$ cat config.mk
export PLATFORM = sky130hd
export DESIGN_NAME = audio_playout
export DESIGN_NICKNAME = d
export VERILOG_FILES = /design/src/rtl/audio_play_pkg.sv /design/src/rtl/audio_rate_gen.sv /design/src/rtl/audio_word_fifo.sv /design/src/rtl/audio_chan_unpack.sv /design/src/rtl/audio_playout.sv
export SDC_FILE = /design/constraint.sdc
export NUM_CORES = 1
export LEC_CHECK = 0
export BUFFER_PORTS_ARGS = -buffer_cell sky130_fd_sc_hd__buf_2
export CORE_MARGIN = 4
export CORE_UTILIZATION = 53
export DETAILED_ROUTE_END_ITERATION = 12
export PLACE_DENSITY = 0.76
export SYNTH_ARGS = -nofsm -noshare
export SYNTH_HDL_FRONTEND = slang
export SYNTH_SLANG_ARGS = --single-unit
$ cat constraint.sdc
create_clock -name clk -period 1.1 [get_ports clk]
set_input_delay 0.055 -clock clk [delete_from_list [all_inputs] [get_ports clk]]
set_output_delay 0.055 -clock clk [all_outputs]
set_load 0.01 [all_outputs]
$ cat src/rtl/audio_play_pkg.sv
package audio_play_pkg;
  // Rate select encoding: base tick divided by 2**code.
  typedef enum logic [1:0] {
    RATE_DIV1 = 2'd0,
    RATE_DIV2 = 2'd1,
    RATE_DIV4 = 2'd2,
    RATE_DIV8 = 2'd3
  } rate_sel_e;

  localparam int unsigned SAMPLE_W = 8;
  localparam int unsigned WORD_W   = 2 * SAMPLE_W;
endpackage

$ cat src/rtl/audio_rate_gen.sv
module audio_rate_gen #(
  parameter int unsigned CLK_DIV   = 160,
  parameter int unsigned RATE_BITS = 2
) (
  input  logic                 clk,
  input  logic                 rst_n,
  input  logic                 en,
  input  logic [RATE_BITS-1:0] rate_sel,
  output logic                 strobe
);
  localparam int unsigned PC_W = $clog2(CLK_DIV);
  localparam int unsigned TC_W = (1 << RATE_BITS) - 1;

  logic [PC_W-1:0] pre_q, pre_d;
  logic [TC_W-1:0] div_q, div_d;
  logic [TC_W-1:0] div_lim;
  logic            base_tick, div_last;

  always_comb begin
    div_lim   = TC_W'((1 << rate_sel) - 1);
    base_tick = (pre_q == PC_W'(CLK_DIV - 1));
    div_last  = (div_q >= div_lim);
    strobe    = en & base_tick & div_last;
    pre_d     = pre_q;
    div_d     = div_q;
    if (!en) begin
      pre_d = '0;
      div_d = '0;
    end else if (base_tick) begin
      pre_d = '0;
      div_d = div_last ? '0 : div_q + TC_W'(1);
    end else begin
      pre_d = pre_q + PC_W'(1);
    end
  end

  always_ff @(posedge clk or negedge rst_n) begin
    if (!rst_n) begin
      pre_q <= '0;
      div_q <= '0;
    end else begin
      pre_q <= pre_d;
      div_q <= div_d;
    end
  end
endmodule

$ cat src/rtl/audio_word_fifo.sv
module audio_word_fifo #(
  parameter int unsigned DEPTH = 4,
  parameter int unsigned W     = 16
) (
  input  logic                       clk,
  input  logic                       rst_n,
  input  logic                       push,
  input  logic [W-1:0]               din,
  input  logic                       pop,
  output logic [W-1:0]               dout,
  output logic                       empty,
  output logic                       not_full,
  output logic [$clog2(DEPTH+1)-1:0] fill
);
  localparam int unsigned AW = (DEPTH > 1) ? $clog2(DEPTH) : 1;
  localparam int unsigned CW = $clog2(DEPTH + 1);

  logic [W-1:0]  mem [DEPTH];
  logic [AW-1:0] rd_q, rd_d, wr_q, wr_d;
  logic [CW-1:0] cnt_q, cnt_d;
  logic          push_ok, pop_ok;

  always_comb begin
    empty    = (cnt_q == '0);
    not_full = (cnt_q != CW'(DEPTH));
    push_ok  = push & not_full;
    pop_ok   = pop & ~empty;
    dout     = mem[rd_q];
    fill     = cnt_q;
    rd_d     = rd_q;
    wr_d     = wr_q;
    cnt_d    = cnt_q;
    if (pop_ok)  rd_d = (rd_q == AW'(DEPTH - 1)) ? '0 : rd_q + AW'(1);
    if (push_ok) wr_d = (wr_q == AW'(DEPTH - 1)) ? '0 : wr_q + AW'(1);
    case ({push_ok, pop_ok})
      2'b10:   cnt_d = cnt_q + CW'(1);
      2'b01:   cnt_d = cnt_q - CW'(1);
      default: cnt_d = cnt_q;
    endcase
  end

  for (genvar i = 0; i < DEPTH; i++) begin : g_slot
    always_ff @(posedge clk) begin
      if (push_ok && (wr_q == AW'(i))) mem[i] <= din;
    end
  end

  always_ff @(posedge clk or negedge rst_n) begin
    if (!rst_n) begin
      rd_q  <= '0;
      wr_q  <= '0;
      cnt_q <= '0;
    end else begin
      rd_q  <= rd_d;
      wr_q  <= wr_d;
      cnt_q <= cnt_d;
    end
  end
endmodule

$ cat src/rtl/audio_chan_unpack.sv
module audio_chan_unpack #(
  parameter int unsigned SW = 8
) (
  input  logic          clk,
  input  logic          rst_n,
  input  logic          en,
  input  logic          stereo,
  input  logic          strobe,
  input  logic          empty,
  input  logic [2*SW-1:0] word,
  output logic          pop,
  output logic [SW-1:0] left,
  output logic [SW-1:0] right
);
  logic          half_q, half_d, take;
  logic [SW-1:0] l_d, r_d;
  logic [SW-1:0] hi_b, lo_b;

  always_comb begin
    hi_b = word[2*SW-1:SW];
    lo_b = word[SW-1:0];
    take = strobe & ~empty;
    if (stereo) begin
      pop    = take;
      l_d    = hi_b;
      r_d    = lo_b;
      half_d = 1'b0;
    end else begin
      pop    = take & half_q;
      l_d    = half_q ? lo_b : hi_b;
      r_d    = l_d;
      half_d = take ? ~half_q : half_q;
    end
    if (!en) half_d = 1'b0;
  end

  always_ff @(posedge clk or negedge rst_n) begin
    if (!rst_n) begin
      half_q <= 1'b0;
      left   <= '0;
      right  <= '0;
    end else begin
      half_q <= half_d;
      if (take) begin
        left  <= l_d;
        right <= r_d;
      end
    end
  end
endmodule

$ cat src/rtl/audio_playout.sv
module audio_playout
  import audio_play_pkg::*;
#(
  parameter int unsigned CLK_DIV    = 160,
  parameter int unsigned FIFO_DEPTH = 4
) (
  input  logic                clk,
  input  logic                rst_n,
  input  logic                play_en,
  input  logic                stereo,
  input  logic [1:0]          rate_sel,
  input  logic                push,
  input  logic [WORD_W-1:0]   push_word,
  output logic                fifo_not_full,
  output logic [SAMPLE_W-1:0] left_sample,
  output logic [SAMPLE_W-1:0] right_sample
);
  localparam int unsigned CW = $clog2(FIFO_DEPTH + 1);

  logic [1:0]        rst_sync_q;
  logic              rst_int_n;
  logic              smp_stb, fifo_pop, fifo_empty;
  logic [WORD_W-1:0] head_word;
  logic [CW-1:0]     fifo_fill;

  always_ff @(posedge clk or negedge rst_n) begin
    if (!rst_n) rst_sync_q <= 2'b00;
    else        rst_sync_q <= {rst_sync_q[0], 1'b1};
  end
  assign rst_int_n = rst_sync_q[1];

  audio_rate_gen #(.CLK_DIV(CLK_DIV), .RATE_BITS(2)) u_rate (
    .clk(clk), .rst_n(rst_int_n), .en(play_en), .rate_sel(rate_sel),
    .strobe(smp_stb)
  );

  audio_word_fifo #(.DEPTH(FIFO_DEPTH), .W(WORD_W)) u_fifo (
    .clk(clk), .rst_n(rst_int_n), .push(push), .din(push_word),
    .pop(fifo_pop), .dout(head_word), .empty(fifo_empty),
    .not_full(fifo_not_full), .fill(fifo_fill)
  );

  audio_chan_unpack #(.SW(SAMPLE_W)) u_unpack (
    .clk(clk), .rst_n(rst_int_n), .en(play_en), .stereo(stereo),
    .strobe(smp_stb), .empty(fifo_empty), .word(head_word),
    .pop(fifo_pop), .left(left_sample), .right(right_sample)
  );
endmodule

==> impl_results.md <==
- Status: finished with violations
- Failing checks: negative setup slack
- Initial DRC Count: 83
- Die Wd: just over 100 um
- Syn Nets: around 300
- Most frequent cells in the layout: edfxtp_1 (64), buf_2 (38), buf_4 (37)
- R2r startpoint: u_rate.div_q[1]$_DFFE_PN0P_
- Final Hold Vio Count: 0
- RSZ-0062 raised after global routing: true
- Initial antenna violation count: 0
- Clock skew: roughly 0.013 ns
- Leakage: 2.66 nW
- Max-cap violation count: 0
- Placer Congestion: around 0.84
- R2R Setup Slk: -1.04 ns
- Clock sinks: between 100 and 150
- Area after DPL: around 5300 sq um
- Die area: just over 10000 sq um
- Reg2reg path depth: 11
- Seq/Total Area, Yosys: between 60 and 70%
- Synth cell types: 40
- Critical path fanouts, max: 2
- Crit Path Class: flip-flop to flip-flop
- Drt first pass iters: 4
- Startpoint Class: flip-flop
- Fmax: 468 MHz
- Synth area leaders: edfxtp_1 (42%), dfrtp_1 (20%), mux2_4 (9.5%), mux4_2 (7.9%), mux2_2 (5.4%)
- First-pass GRT wire length: about 15000 um
- Fin crit share: 194%
- Syn Inst Count: about 260
- Fin. max-slew vios: 0
- Vias in the first global route: between 2000 and 3000
- WL per Instance: about 19 um
- # diodes: 0
- HP Class: input port to flip-flop
- PwrDens: approximately 1600 nW/um^2
- Via count: about 2700
- Final setup margin: -1.04 ns
- CP Capture Point: u_fifo.fill[2]$_DFFE_PN0P_
- CP Launch Point: u_rate.div_q[1]$_DFFE_PN0P_
- Initial core utilization: about 55%
- H-tree levels: 3
- Final worst path period need: about 2.1 ns
- Vias per cell: 5.35
- Count of final setup violators: 96
- Fin cells: between 500 and 600
- Synth area leader: edfxtp_1
- Final wirelength: ~9600 um
- Final #Nets: roughly 430
- CTS buffer count: 9
- CTS tree: built
- Synthesized flop and latch total: 101
- Max Buffers Root-to-Sink: 2
- Worst skew pair latency: approximately 0.36 ns
- Most common cell after layout, fill and taps aside: edfxtp_1
- Mean Syn Cell Area: 17.4 sq um
- Largest net degree at the start of global routing: 19
- Synth Warn #: 0
- Top-Level Pins: 40
- Core Box Area: between 8000 and 9000 sq um
- Post-synth top area share: between 40% and 50%
- Worst-path clk slew: roughly 0.11 ns
- ANT nets after route: 0
- Final Instance Area: 6310 sq um
- Overflow after GRT: 0
- DPL Wire Length: about 5400 um
- Fraction of layout cells with a size suffix above 1: between 50% and 60%
- Mapped cell area: about 4600 sq um
- Area grow syn2layout: 37.6%
- Die H: 101 um
- Dpl cells: 438
- CTS root buffer: clkbuf_8
- Port Buf Inserts: 39
- Critical Path RT: about 1.4 ns
- Row count: 33
- WP data arrival: 2.42 ns
- Reg-to-reg endpoint: u_fifo.fill[2]$_DFFE_PN0P_
- CP endpoint kind: flip-flop
- Gr usage total: ~20%
- Remaining DRCs: 0
- Peak supply drop: 979 uV
Yosys cell counts:
master / count
mux4_2: 16
nor2_1: 8
and2_1: 5
and3_1: 5
or2_2: 1
nor3_1: 2
xnor2_1: 5
nand3b_1: 1
buf_6: 5
inv_1: 13
nor2b_1: 3
xor2_1: 4
mux2_1: 2
a21oi_1: 1
nor2_2: 1
mux2_2: 22
nand3b_4: 1
clkbuf_1: 1
dfrtp_1: 37
or3_1: 1
mux2_4: 29
conb_1: 1
edfxtp_1: 64
nand2b_1: 1
fa_1: 1
nand2_1: 5
o21ai_1: 1
o311ai_1: 1
o41ai_2: 1
or2_1: 1
nand4_1: 2
mux2i_1: 1
ha_1: 11
nand3_1: 3
or3b_2: 1
nand4bb_1: 1
buf_2: 2
o21a_1: 1
o21ai_0: 1
a22o_1: 1
cell type report:
type | instances | area (sq um)
Multi-Input combinational cell | 142 | 1860
Clock inverter | 7 | 80.1
Fill cell | 461 | 1990
Sequential cell | 101 | 2850
Tap cell | 105 | 131
Timing Repair Buffer | 129 | 1210
Inverter | 13 | 48.8
Clock buffer | 9 | 124
report_power, final:
group	internal, mW	total, mW	switching, mW
Sequential	4.67	4.89	0.219
Combinational	1.52	2.67	1.14
Clock	1.09	2.41	1.32
logic make-up (layout without fill, tap and decap cells):
family / Yosys count / after routing / synth area share (%)
adder cells (fa/ha/maj): 12 / 12 / 3.44
AND/OR/NAND/NOR: 42 / 43 / 5.38
multiplexers: 70 / 70 / 23.5
flip-flops: 101 / 101 / 62.1
other: 1 / 1 / 0.0818
AO/OA/AOI/OAI: 7 / 7 / 1.23
XOR/XNOR: 9 / 9 / 1.72
buffers and inverters: 21 / 158 / 2.59
stage by stage:
step	TNS [ns]	util (%)	setup slack, ns	hold WS [ns]	total power [mW]
3_5_place_dp	-35.65	63.9	-0.967	-0.158	6.71
2_1_floorplan	-21.25	-	-0.979	-0.241	6.03
3_3_place_gp	-33.58	63.9	-0.932	-0.159	6.62
4_1_cts	-36.59	75.3	-0.945	0.00909	9.93
6_report	-38.39	76.0	-1.04	0.0297	9.97
5_1_grt	-42.06	76.0	-1.18	0.0310	10.5
layer usage:
metal  vias to the layer above  GRT usage [%]  routed length (um)
li1                       1261              -                   -
met1                      1375           25.7                3970
met2                        60           35.5                5020
met3                        12           4.64                 421
met4                         0           6.13                 157
met5                         -              0                   0
registers in the layout (all words and copies together), names as in the netlist:
register / count
rst_sync_q: 2
u_fifo.fill: 3
u_fifo.mem: 64
u_fifo.rd_q: 2
u_fifo.wr_q: 2
u_rate.div_q: 3
u_rate.pre_q: 8
u_unpack.half_q: 1
u_unpack.left: 8
u_unpack.right: 8
critical path: stages (launching register included):
cell and delay [ns]:
dfrtp_1 0.43, ha_4 0.29, nand2_4 0.05, o21ai_4 0.14, nand3_2 0.10, inv_2 0.08
ha_4 0.13, inv_2 0.03, fa_2 0.32, xor2_1 0.15, nor2_1 0.17, xor2_1 0.19
worst min path at each step:
stage / from / endpoint / slack (ns) / cells past startpoint
floorplan: rst_n / rst_sync_q[0]$_DFF_PN0_ / -0.24 / 0
global placement: rst_n / rst_sync_q[0]$_DFF_PN0_ / -0.16 / 1
detailed placement: rst_n / rst_sync_q[0]$_DFF_PN0_ / -0.16 / 1
CTS: stereo / u_unpack.half_q$_DFFE_PN0P_ / 0.009 / 3
global route: stereo / u_unpack.half_q$_DFFE_PN0P_ / 0.03 / 3
finish: stereo / u_unpack.half_q$_DFFE_PN0P_ / 0.03 / 3
timing repair:
item                                    in CTS  in global routing
endpoints found under the hold margin       66                  0
buffers inserted                            28                  7
cloned                                       5                  0
resized for setup                           44                 13
endpoints found under the setup margin      98                 98
hold buffers                                18                  0
pin swaps                                   17                  8
Note: power is estimated with default switching activity, not from simulation.
